===== src/rtl/nvm_cmd_pkg.sv =====
package nvm_cmd_pkg;

    localparam logic [7:0] CMD_KEY = 8'hA5;

    typedef enum logic [6:0] {
        OP_ROW_ERASE   = 7'h02,
        OP_PAGE_WRITE  = 7'h04,
        OP_AUX_ERASE   = 7'h05,
        OP_AUX_WRITE   = 7'h06,
        OP_DF_ERASE    = 7'h1A,
        OP_DF_WRITE    = 7'h1C,
        OP_REG_LOCK    = 7'h40,
        OP_REG_UNLOCK  = 7'h41,
        OP_PWR_LOW_SET = 7'h42,
        OP_PWR_LOW_CLR = 7'h43,
        OP_PBUF_CLEAR  = 7'h44,
        OP_SET_SECURE  = 7'h45,
        OP_CACHE_INV   = 7'h46,
        OP_SET_CE_LOCK = 7'h7F
    } nvm_op_e;

    typedef enum logic [1:0] {
        ST_IDLE = 2'd0,
        ST_PEND = 2'd1,
        ST_BUSY = 2'd2
    } disp_state_e;

    function automatic logic op_defined(input logic [6:0] code);
        logic hit;
        unique case (code)
            OP_ROW_ERASE, OP_PAGE_WRITE, OP_AUX_ERASE, OP_AUX_WRITE,
            OP_DF_ERASE, OP_DF_WRITE, OP_REG_LOCK, OP_REG_UNLOCK,
            OP_PWR_LOW_SET, OP_PWR_LOW_CLR, OP_PBUF_CLEAR,
            OP_SET_SECURE, OP_CACHE_INV, OP_SET_CE_LOCK: hit = 1'b1;
            default:                                     hit = 1'b0;
        endcase
        return hit;
    endfunction

endpackage


===== src/rtl/nvm_op_checker.sv =====
module nvm_op_checker
    import nvm_cmd_pkg::*;
#(
    parameter int          ADDR_W        = 16,
    parameter logic [15:0] USER_ROW_BASE = 16'h8000,
    parameter int          USER_ROW_SPAN = 64
) (
    input  logic [6:0]        code_i,
    input  logic [ADDR_W-1:0] addr_i,
    input  logic              secure_i,
    output logic              allowed_o
);
    localparam logic [ADDR_W:0] ROW_LO = (ADDR_W+1)'(USER_ROW_BASE);
    localparam logic [ADDR_W:0] ROW_HI = ROW_LO + (ADDR_W+1)'(USER_ROW_SPAN);

    logic in_user_row;

    always_comb begin
        in_user_row = ({1'b0, addr_i} >= ROW_LO) && ({1'b0, addr_i} < ROW_HI);
    end

    always_comb begin
        unique case (code_i)
            OP_AUX_ERASE,
            OP_AUX_WRITE:   allowed_o = !secure_i && in_user_row;
            OP_SET_CE_LOCK: allowed_o = secure_i;
            default:        allowed_o = op_defined(code_i);
        endcase
    end

endmodule


===== src/rtl/nvm_protect_bits.sv =====
module nvm_protect_bits (
    input  logic clk,
    input  logic rst_n,
    input  logic set_secure_i,
    input  logic set_lock_i,
    output logic secure_o,
    output logic lock_o
);
    always_ff @(posedge clk or negedge rst_n) begin
        if (!rst_n) begin
            secure_o <= 1'b0;
            lock_o   <= 1'b0;
        end else begin
            if (set_secure_i) secure_o <= 1'b1;
            if (set_lock_i)   lock_o   <= 1'b1;
        end
    end


    lock_needs_secure_chk: assert property (@(posedge clk) disable iff (!rst_n)
        lock_o |-> secure_o);


    lock_sticky_chk: assert property (@(posedge clk) disable iff (!rst_n)
        lock_o |=> lock_o);


    secure_sticky_chk: assert property (@(posedge clk) disable iff (!rst_n)
        secure_o |=> secure_o);

endmodule


===== src/rtl/nvm_err_flag.sv =====
module nvm_err_flag (
    input  logic clk,
    input  logic rst_n,
    input  logic set_i,
    input  logic clr_i,
    output logic err_o
);
    always_ff @(posedge clk or negedge rst_n) begin
        if (!rst_n)     err_o <= 1'b0;
        else if (set_i) err_o <= 1'b1;
        else if (clr_i) err_o <= 1'b0;
    end


    err_raise_chk: assert property (@(posedge clk) disable iff (!rst_n)
        set_i |=> err_o);


    err_hold_chk: assert property (@(posedge clk) disable iff (!rst_n)
        (!set_i && !clr_i) |=> $stable(err_o));

endmodule


===== src/rtl/nvm_cmd_dispatch.sv =====
module nvm_cmd_dispatch
    import nvm_cmd_pkg::*;
#(
    parameter int          ADDR_W        = 16,
    parameter logic [15:0] USER_ROW_BASE = 16'h8000,
    parameter int          USER_ROW_SPAN = 64
) (
    input  logic              clk,
    input  logic              rst_n,
    input  logic              reg_wr_en,
    input  logic              reg_wr_sel,
    input  logic [15:0]       reg_wdata,
    input  logic [ADDR_W-1:0] addr_in,
    input  logic              mem_bus_busy,
    input  logic              eng_done,
    output logic [15:0]       ctrl_rdata,
    output logic              ready,
    output logic              done_pulse,
    output logic              prog_err,
    output logic              secure,
    output logic              chip_erase_locked,
    output logic              eng_req,
    output logic [6:0]        eng_cmd,
    output logic [ADDR_W-1:0] eng_addr
);
    disp_state_e       state_q, state_d;
    logic [6:0]        code_q;
    logic [ADDR_W-1:0] addr_q;
    logic              done_q;

    logic ctrl_wr, stat_wr, key_match, op_allowed, accept, err_set, err_clr;
    logic finish, set_secure, set_lock;

    assign ctrl_wr   = reg_wr_en && !reg_wr_sel;
    assign stat_wr   = reg_wr_en &&  reg_wr_sel;
    assign key_match = (reg_wdata[15:8] == CMD_KEY);

    nvm_op_checker #(
        .ADDR_W       (ADDR_W),
        .USER_ROW_BASE(USER_ROW_BASE),
        .USER_ROW_SPAN(USER_ROW_SPAN)
    ) op_check_i (
        .code_i   (reg_wdata[6:0]),
        .addr_i   (addr_in),
        .secure_i (secure),
        .allowed_o(op_allowed)
    );

    assign accept  = ctrl_wr && (state_q == ST_IDLE) && key_match && op_allowed;
    assign err_set = ctrl_wr && !accept;
    assign err_clr = stat_wr && reg_wdata[0];
    assign finish  = (state_q == ST_BUSY) && eng_done;

    assign set_secure = finish && (code_q == OP_SET_SECURE);
    assign set_lock   = finish && (code_q == OP_SET_CE_LOCK);

    nvm_err_flag err_i (
        .clk  (clk),
        .rst_n(rst_n),
        .set_i(err_set),
        .clr_i(err_clr),
        .err_o(prog_err)
    );

    nvm_protect_bits prot_i (
        .clk         (clk),
        .rst_n       (rst_n),
        .set_secure_i(set_secure),
        .set_lock_i  (set_lock),
        .secure_o    (secure),
        .lock_o      (chip_erase_locked)
    );

    // next-state logic: accept, launch, finish
    always_comb begin
        state_d = state_q;
        unique case (state_q)
            ST_IDLE: if (accept)        state_d = ST_PEND;
            ST_PEND: if (!mem_bus_busy) state_d = ST_BUSY;
            ST_BUSY: if (eng_done)      state_d = ST_IDLE;
            default:                    state_d = ST_IDLE;
        endcase
    end

    // state register and command latch
    always_ff @(posedge clk or negedge rst_n) begin
        if (!rst_n) begin
            state_q <= ST_IDLE;
            code_q  <= '0;
            addr_q  <= '0;
            done_q  <= 1'b0;
        end else begin
            state_q <= state_d;
            done_q  <= finish;
            if (accept) begin
                code_q <= reg_wdata[6:0];
                addr_q <= addr_in;
            end
        end
    end

    // outputs
    always_comb begin
        ready      = (state_q == ST_IDLE);
        eng_req    = (state_q == ST_PEND) && !mem_bus_busy;
        eng_cmd    = code_q;
        eng_addr   = addr_q;
        done_pulse = done_q;
        ctrl_rdata = {7'b0, (state_q == ST_PEND), 1'b0, code_q};
    end


    launch_single_chk: assert property (@(posedge clk) disable iff (!rst_n)
        eng_req |=> (!eng_req && !ready));


    done_ready_chk: assert property (@(posedge clk) disable iff (!rst_n)
        done_pulse |-> ready);


    done_in_busy_chk: assert property (@(posedge clk) disable iff (!rst_n)
        eng_done |-> (state_q == ST_BUSY));


    busy_blocks_chk: assert property (@(posedge clk) disable iff (!rst_n)
        (ctrl_wr && !ready) |=> prog_err);

endmodule


===== config.mk =====
export PLATFORM = sky130hd
export DESIGN_NAME = nvm_cmd_dispatch
export DESIGN_NICKNAME = d
export VERILOG_FILES = /design/src/rtl/nvm_cmd_pkg.sv /design/src/rtl/nvm_op_checker.sv /design/src/rtl/nvm_protect_bits.sv /design/src/rtl/nvm_err_flag.sv /design/src/rtl/nvm_cmd_dispatch.sv
export SDC_FILE = /design/constraint.sdc
export NUM_CORES = 1
export LEC_CHECK = 0
export CELL_PAD_IN_SITES_DETAIL_PLACEMENT = 1
export CELL_PAD_IN_SITES_GLOBAL_PLACEMENT = 1
export CORE_MARGIN = 3
export CORE_UTILIZATION = 28
export CTS_BUF_LIST = sky130_fd_sc_hd__clkbuf_8 sky130_fd_sc_hd__clkbuf_16
export CTS_CLUSTER_DIAMETER = 200
export DETAILED_ROUTE_END_ITERATION = 6
export PLACE_DENSITY = 0.81
export SETUP_SLACK_MARGIN = 0.15
export SLEW_MARGIN = 20
export SYNTH_ARGS = -nofsm -noshare
export SYNTH_HDL_FRONTEND = slang
export SYNTH_SLANG_ARGS = --single-unit
export TNS_END_PERCENT = 50

===== constraint.sdc =====
create_clock -name clk -period 2.49 [get_ports clk]
set_input_delay 0.6225 -clock clk [delete_from_list [all_inputs] [get_ports clk]]
set_output_delay 0.6225 -clock clk [all_outputs]
set_load 0.005 [all_outputs]

Word-level counts from Yosys, hierarchy flattened
Index checks and enable logic that the tools add are counted.
{"block": "totals", "reg_bits": 29, "latchBits": 0, "mem_bits_rw": 0, "rom_bits": 0, "in_bits": 38, "wordCells": 61, "mem_count": 0}
{"block": "op_classes", "addsub": 0, "n_mul": 0, "n_div": 0, "n_lt_le_gt_ge": 2, "eq_ne": 22, "n_shift": 0, "mux": 8, "n_bitwise": 0, "reduce_logical": 22}
{"operator": "== test 7 bit, second input constant", "n": 10}
{"operator": "== test 7 x 3 -> 1 bit, second input constant", "n": 3}
{"operator": "greater-or-equal comparator 16 bit, second input constant", "n": 1}
{"operator": "less-than comparator 16 bit, second input constant", "n": 1}
{"operator": "== test 7 x 5 -> 1 bit, second input constant", "n": 2}
{"operator": "OR reduction 14 bit", "n": 1}
{"operator": "logical AND 1 bit", "n": 13}
{"operator": "== test 8 bit, second input constant", "n": 1}
{"operator": "== test 7 x 2 -> 1 bit, second input constant", "n": 1}
{"operator": "two-way mux 2 bit", "n": 3}
{"operator": "case mux 2 bit (3 select lines)", "n": 1}
{"operator": "zero test 1 bit", "n": 4}
{"operator": "inequality test 2 bit, second input constant", "n": 2}
{"operator": "two-way mux 1 bit", "n": 3}
{"operator": "AND reduction 3 bit", "n": 1}
{"operator": "== test 2 x 1 -> 1 bit, second input constant", "n": 1}
{"operator": "== test 2 bit, second input constant", "n": 1}
{"operator": "zero test 2 bit", "n": 1}
{"operator": "inequality test 2 x 1 -> 1 bit, second input constant", "n": 1}
{"operator": "case mux 1 bit (2 select lines)", "n": 1}
{"operator": "nonzero test 2 bit", "n": 1}
{"operator": "OR reduction 2 bit", "n": 1}

Logic depth before layout (Yosys ltp)
Gate-level depths: netlist of run 1.
{"block": "depth", "ltp_word": 8, "mapped_depth": 7, "depth_no_buf": 5}

Modules after synthesis
Synthesis of run 1 repeated with hierarchy kept, for this count alone.
{"block": "unflattened", "cells_unflattened": 117, "area_unflattened_um2": 1517.7}
{"mod": "nvm_cmd_dispatch", "instances": 1, "cells_per_inst": 89, "area_each_um2": 1278.7, "seq_area_each_um2": 650.6}
{"mod": "nvm_op_checker", "instances": 1, "cells_per_inst": 21, "area_each_um2": 140.1, "seq_area_each_um2": 0.0}
{"mod": "nvm_protect_bits", "instances": 1, "cells_per_inst": 4, "area_each_um2": 62.6, "seq_area_each_um2": 50.0}
{"mod": "nvm_err_flag", "instances": 1, "cells_per_inst": 3, "area_each_um2": 36.3, "seq_area_each_um2": 25.0}

Worst setup path before layout of run 1
OpenSTA, ideal clock, no wires.
{"block": "synth_path", "path_type": "input -> register", "from": "input reg_wdata[9]", "to": "register addr_q[10], in the netlist eng_addr[10]", "setup_time_ns": 0.125, "arrival_time_ns": 2.802, "setup_slack_ns": -0.437, "path_stages": 6, "n_path_buf": 1, "cell_sequence": "or4b_1 -> or4_1 -> or3_4 -> a311oi_4 -> buf_6 -> mux2_4"}
{"block": "synth_between", "elab_chain_cells": 3}
{"element": "start: declaration", "line_no": "nvm_cmd_dispatch.sv:12", "rtl": "input logic [15:0] reg_wdata,"}
{"element": "== test 8 bit", "line_no": "nvm_cmd_dispatch.sv:36", "rtl": "assign key_match = (reg_wdata[15:8] == CMD_KEY);"}
{"element": "logical AND 1 bit (2 in a row)", "line_no": "nvm_cmd_dispatch.sv:49", "rtl": "assign accept = ctrl_wr && (state_q == ST_IDLE) && key_match && op_allowed;"}
{"element": "end signal: assignment", "line_no": "nvm_cmd_dispatch.sv:97", "rtl": "addr_q <= addr_in;"}
{"element": "end: declaration", "line_no": "nvm_cmd_dispatch.sv:28", "rtl": "logic [ADDR_W-1:0] addr_q;"}
Every way passes these cells.
A chain may end at the register's enable or synchronous reset.

Worst setup path after layout of run 1
{"block": "layout_path", "from": "input reg_wdata[11]", "to": "register addr_q[2], in the netlist eng_addr[2]"}
Same word-level chain as after synthesis.

==> results of run 1 <==
[flip-flops by register name (all words and copies together) (netlist names)]
| signal | count |
|---|---|
| err_i.err_o | 1 |
| done_pulse | 1 |
| eng_cmd | 7 |
| state_q | 2 |
| prot_i.secure_o | 1 |
| eng_addr | 16 |
| prot_i.lock_o | 1 |
[layout by cell type (no fill, tap or decap), drive strengths merged]
master and count:
or3 1, mux2 23, a311oi 1, o21bai 2, clkbuf 6, clkdlybuf4s50 67
conb 8, nand2b 5, or4 2, a21oi 1, nand4 3, or4b 1
xor2 2, bufinv 2, nand4b 1, o22ai 1, nor4b 1, o21ai 3
buf 22, dfrtp 29, dlymetal6s2s 2, a21o 1, nand3 1, and3 2
nor3 4, nor4 3, nor2 8, nor3b 1, a211oi 1, inv 4
clkinv 1, nand2 3
[Yosys cell counts]
library cell	number
nand2_1	3
a21o_1	1
nor4_1	3
nor3_1	4
nand4b_1	1
nand4_1	3
nor2_1	8
buf_4	15
mux2_2	5
a311oi_4	1
mux2_4	10
nand2b_1	5
and3_1	2
a21oi_1	1
o21bai_1	2
nor3b_1	1
xor2_1	2
or4b_1	1
a211oi_1	1
o22ai_1	1
buf_6	2
or4_1	2
nand3_1	1
clkbuf_1	2
conb_1	1
inv_1	4
nor4b_1	1
dfrtp_1	29
mux2_1	8
o21ai_0	3
or3_4	1
[per-layer routing]
layer  global-route usage (%)  up-vias  part of all wire [%]
met3                     3.74        8                   6.6
met5                        0        -                     0
met1                     18.8      618                    40
met2                     27.9       54                    52
li1                         -      590                     -
met4                     3.61        0                   1.1
[metrics by stage]
step	utilization, %	hold slack [ns]
final	52.6	0.481
after global routing	52.6	0.530
after detailed placement	46.7	0.464
after global placement	46.7	0.468
after floorplan	-	0.327
after CTS	52.4	0.489
[worst paths after layout]
| path | to | depth (start not counted) | start |
|---|---|---|---|
| min in group asynchronous | eng_addr[8]$_DFFE_PN0P_ | 2 | rst_n |
| worst min-delay path | prot_i.lock_o$_DFFE_PN0P_ | 1 | prot_i.lock_o$_DFFE_PN0P_ |
| max in group asynchronous | eng_addr[6]$_DFFE_PN0P_ | 2 | rst_n |
| worst max-delay path | eng_addr[2]$_DFFE_PN0P_ | 9 | reg_wdata[11] |
| worst min register to register | prot_i.lock_o$_DFFE_PN0P_ | 1 | prot_i.lock_o$_DFFE_PN0P_ |
| worst max register to register | eng_addr[2]$_DFFE_PN0P_ | 7 | state_q[1]$_DFFE_PN0P_ |
[logic make-up (layout without fill, tap and decap cells)]
kind of cell | Yosys count | count (layout) | synth area share (%)
compound gates | 10 | 10 | 5.53
simple gates | 36 | 36 | 14.0
other cells | 1 | 8 | 0.251
xor+xnor | 2 | 2 | 1.17
flops | 29 | 29 | 48.6
buf+inv | 23 | 104 | 10.6
mux | 23 | 23 | 19.9
[power by group through the flow]
stage          registers [mW]  clock network [mW]  logic (mW)
4_1_cts                 0.477               0.594       0.127
3_3_place_gp            0.486                   0       0.123
6_report                0.477               0.581       0.128
3_5_place_dp            0.486                   0       0.126
5_1_grt                 0.477               0.621       0.142
2_1_floorplan           0.486                   0      0.0345
[critical path: cells and delay by family]
kind	cells	cell delay, ns
buffers and inverters	4	0.46
and+or+nand+nor	3	1.35
AOI/OAI and AO/OA	1	0.27
muxes	1	0.30
[final cells by class]
cell class / count / share of cell area [%]
multi-input cells: 79 / 26.9
well taps: 67 / 3.22
clock inverters: 3 / 2.50
flip-flops and latches: 29 / 27.9
clock buffers: 5 / 2.65
inverters: 4 / 0.577
repair buffers: 92 / 36.3
[what timing repair did]
action / CTS / global route
endpoints found under the setup margin: 25 / 26
cloned: 2 / 0
resized for setup: 30 / 5
pin swaps: 4 / 4
setup buffers: 4 / 0
==> impl_metrics.env, run 1 <==
export IMPL_clkPwrFrac_pct=49.0
export IMPL_cp_start_kind="primary input"
export IMPL_status="complete, but fails checks"
export IMPL_p_sw_mw=0.234
export IMPL_drive_above_1_share_pct=27.8
export IMPL_rsz0062_at_grt="yes"
export IMPL_hold_path_class="flip-flop to flip-flop"
export IMPL_power_mw=1.19
export IMPL_cts_tree="yes"
export IMPL_place_ws_ns=-0.873
export IMPL_antenna_cells=0
export IMPL_crit_top_cell="buf_6"
export IMPL_initial_core_util_pct=30.2
export IMPL_crit_chain="buf_6 -> or4b_4 -> or4_4 -> or3_4 -> a311oi_4 -> buf_6 -> buf_6 -> buf_12 -> mux2_4"
export IMPL_internal_power_mw=0.952
export IMPL_cp_arrival_ns=3.01
export IMPL_grt_util_all_layers_pct=15.6
export IMPL_fmax_mhz=351
export IMPL_n_fill_cell=546
export IMPL_comb_power_share_pct=10.8
export IMPL_drtPass1Iterations=4
export IMPL_clock_sinks=29
export IMPL_finalCritPeriodShare_pct=114
export IMPL_dp_hpwl_um=3060
export IMPL_portBuffers=73
export IMPL_area_delta_synth_final_pct=74.3
export IMPL_final_nets=249
export IMPL_ys_top_cells_by_area="dfrtp_1 (49%), mux2_4 (10%), buf_4 (7.5%)"
export IMPL_finalSetupTns_ns=-8.11
export IMPL_htree_levels=2
export IMPL_cts_hold_buf=0
export IMPL_ys_warn_count=0
export IMPL_cp_max_fo=7
export IMPL_grt_pass1_vias=1488
export IMPL_maxCapViolations=0
export IMPL_synth_top_area_share_pct=48.6
export IMPL_syn_area_per_cell_um2=12.0
export IMPL_stdcell_count=279
export IMPL_die_width_um=79.0
export IMPL_clk_insertion_delay_late_ns=0.28
export IMPL_grt_max_degree=30
export IMPL_slew_viol_final=0
export IMPL_yosysTopAreaCell="dfrtp_1"
export IMPL_p_sw_share_pct=19.7
export IMPL_synth_cells=124
export IMPL_power_density_nw_per_um2=456
export IMPL_ys_seq_elements=29
export IMPL_multi_input_area_um2=699
export IMPL_leakage_nw=1.18
export IMPL_crit_type="primary input to flip-flop"
export IMPL_drt_iter0_markers=45
export IMPL_antenna_found_initial=0
export IMPL_dr_total_vias=1270
export IMPL_gp_congestion=0.729
export IMPL_clk_path_buf_depth=2
export IMPL_grt_pass1_wl_um=7560
export IMPL_root_buffer="clkbuf_8"
export IMPL_final_area_um2=2600
export IMPL_drt_vias_per_instance=4.55
export IMPL_setup_slack_ns=-0.361
export IMPL_cts_buffers=5
export IMPL_cp_required_ns=2.65
export IMPL_max_stage_delay_ns=0.52
export IMPL_core_um2=4940
export IMPL_wirelength_um=4450
export IMPL_endpoint_kind="flip-flop"
export IMPL_reg2reg_slack_ns=0.06
export IMPL_regArea_um2=726
export IMPL_drc_errors=0
export IMPL_pin_count=83
export IMPL_die_area_um2=6240
export IMPL_dp_cells=265
export IMPL_violations="negative setup slack"
export IMPL_drtAntennaViolNets=0
export IMPL_crit_slowest_cell="or4b_4"
export IMPL_rows=25
export IMPL_path_clk_slew_ns=0.06
export IMPL_die_h_um=79.0
export IMPL_setup_viol=25
export IMPL_skew_ns=0.00481
export IMPL_ir_worst_vdd_mv=0.227
export IMPL_synth_distinct_cells=31
export IMPL_ys_seq_area_share_pct=48.6
export IMPL_gr_total_overflow=0
export IMPL_place_area_um2=2310
export IMPL_finalCriticalPeriod_ns=2.85
export IMPL_pwr_share_seq_pct=40.2
export IMPL_detail_route_wl_per_cell_um=15.9
export IMPL_synth_area_um2=1490
export IMPL_hold_viol=0
Note: power is estimated with default switching activity, not from simulation.
==> run 2: changes to the inputs <==
Settings changed: CORE_MARGIN 3 to unset.
==> run 2 against run 1 <==
The run still ends with negative setup slack left; utilization down 1.5 points; combinational power about the same; final cell count up 2.9%; largest power group is now sequential cells; highest routed layer unchanged.
==> impl_metrics.env, run 2 (same netlist as run 1, synthesis figures left out) <==
export IMPL_wirelength_um=4570
export IMPL_layout_commonest_cell="clkdlybuf4s50_1"
export IMPL_die_area_um2=5630
export IMPL_dr_total_vias=1284
export IMPL_cp_start_kind="primary input"
export IMPL_drtAntennaViolNets=0
export IMPL_drc_errors=0
export IMPL_clk_path_buf_depth=2
export IMPL_crit_family="simple AND/OR/NAND/NOR gates"
export IMPL_grt_util_all_layers_pct=17.5
export IMPL_place_ws_ns=-0.900
export IMPL_dp_hpwl_um=3000
export IMPL_ir_worst_vdd_mv=0.216
export IMPL_slew_viol_final=0
export IMPL_cts_tree="yes"
export IMPL_setup_viol=25
export IMPL_maxCapViolations=0
export IMPL_antenna_cells=0
export IMPL_drt_iter0_markers=23
export IMPL_power_density_nw_per_um2=372
export IMPL_crit_chain="buf_6 -> or4b_4 -> or4_4 -> or3_4 -> a311oi_4 -> buf_4 -> buf_6 -> buf_12 -> mux2_4"
export IMPL_hold_viol=0
export IMPL_clk_insertion_delay_late_ns=0.27
export IMPL_cp_arrival_ns=3.05
export IMPL_rows=26
export IMPL_crit_slowest_cell="or4b_4"
export IMPL_area_delta_synth_final_pct=75.1
export IMPL_die_width_um=75.0
export IMPL_final_nets=254
export IMPL_endpoint_kind="flip-flop"
export IMPL_cp_max_fo=7
export IMPL_setup_slack_ns=-0.404
export IMPL_antenna_found_initial=0
export IMPL_hold_path_class="flip-flop to flip-flop"
export IMPL_place_area_um2=2320
export IMPL_fmax_mhz=346
export IMPL_final_core_util_pct=51.2
export IMPL_finalCritPeriodShare_pct=116
export IMPL_drt_vias_per_instance=4.47
export IMPL_path_buf_inv=4
export IMPL_core_um2=5110
export IMPL_rsz0062_at_grt="yes"
export IMPL_crit_type="primary input to flip-flop"
export IMPL_gp_congestion=0.733
export IMPL_grt_pass1_wl_um=7090
export IMPL_grt_max_degree=30
export IMPL_die_h_um=75.0
export IMPL_path_clk_slew_ns=0.06
export IMPL_detail_route_wl_per_cell_um=15.9
export IMPL_violations="negative setup slack"
export IMPL_power_mw=0.972
export IMPL_largest_reg_flops=16
export IMPL_initial_core_util_pct=29.2
export IMPL_root_buffer="clkbuf_8"
export IMPL_drive_above_1_share_pct=29.0
export IMPL_final_cell_mix="clkdlybuf4s50_1 (67), dfrtp_1 (29), mux2_4 (23), buf_4 (16)"
export IMPL_portBuffers=73
export IMPL_finalSetupTns_ns=-9.20
export IMPL_cts_buffers=5
export IMPL_cp_required_ns=2.64
export IMPL_max_stage_delay_ns=0.52
export IMPL_clock_sinks=29
export IMPL_status="complete, but fails checks"
export IMPL_leakage_nw=1.19
export IMPL_grt_pass1_vias=1371
export IMPL_finalCriticalPeriod_ns=2.89
export IMPL_final_area_um2=2610
export IMPL_crit_top_cell="buf_6"
export IMPL_skew_ns=0.00876
export IMPL_htree_levels=2
export IMPL_drtPass1Iterations=3
export IMPL_gr_total_overflow=0
export IMPL_pin_count=83
-- run 2: cell count changes in the layout (fill, tap and decap cells not counted), sizes merged --
cell / previous run / this run
inv: 4 / 5
clkdlybuf4s15: 0 / 1
bufinv: 2 / 0
clkinv: 1 / 2
clkbuf: 6 / 5
buf: 22 / 27
-- run 2: per-layer routing --
metal | vias up | wire length (um) | track usage [%]
li1 | 598 | - | -
met1 | 640 | 1770 | 20.9
met2 | 44 | 2530 | 32.1
met3 | 2 | 262 | 4.42
met4 | 0 | 12 | 3.14
met5 | - | 0 | 0
-- run 2: cell type report --
type,instances,area (um2)
inverter,4,15.0
timing repair buffer,97,1000
fill,550,2490
multi-input combinational,79,703
sequential,29,726
clock inverter,3,13.8
clock buffer,5,68.8
tap,70,87.6
-- run 2: report_power, final --
part | switching, mW | total (mW) | internal [mW]
clock | 0.175 | 0.365 | 0.189
combinational | 0.0491 | 0.130 | 0.0809
sequential | 0.00237 | 0.477 | 0.475
total | 0.227 | 0.972 | 0.745
-- run 2: repair_timing --
item	in CTS	in global routing
pin swaps	4	3
cloned	2	0
setup buffers	7	1
endpoints found under the setup margin	25	26
gates resized for setup	29	8
hold buffers	0	0
-- run 2: path summary, 6_finish.rpt --
path	start	to	slack [ns]	cells past startpoint
max	reg_wdata[12]	eng_addr[2]$_DFFE_PN0P_	-0.40	9
max reg2reg	state_q[1]$_DFFE_PN0P_	eng_addr[2]$_DFFE_PN0P_	0.03	7
min reg2reg	err_i.err_o$_DFFE_PN0P_	err_i.err_o$_DFFE_PN0P_	0.48	2
min	err_i.err_o$_DFFE_PN0P_	err_i.err_o$_DFFE_PN0P_	0.48	2
max in group asynchronous	rst_n	prot_i.lock_o$_DFFE_PN0P_	1.47	2
min in group asynchronous	rst_n	eng_addr[15]$_DFFE_PN0P_	0.73	2
-- run 2: per-stage QoR --
stage | instances | hold slack [ns]
6_report | 287 | 0.479
5_1_grt | 287 | 0.510
4_1_cts | 286 | 0.495
3_5_place_dp | 269 | 0.465
3_3_place_gp | 269 | 0.468
2_1_floorplan | 131 | 0.327
-- run 2: worst reg2reg max path, stage by stage, from the launching register on --
cell,delay [ns]
dfrtp_1,0.41
or4_4,0.54
or3_4,0.40
a311oi_4,0.25
buf_4,0.18
buf_6,0.12
buf_12,0.13
mux2_4,0.31
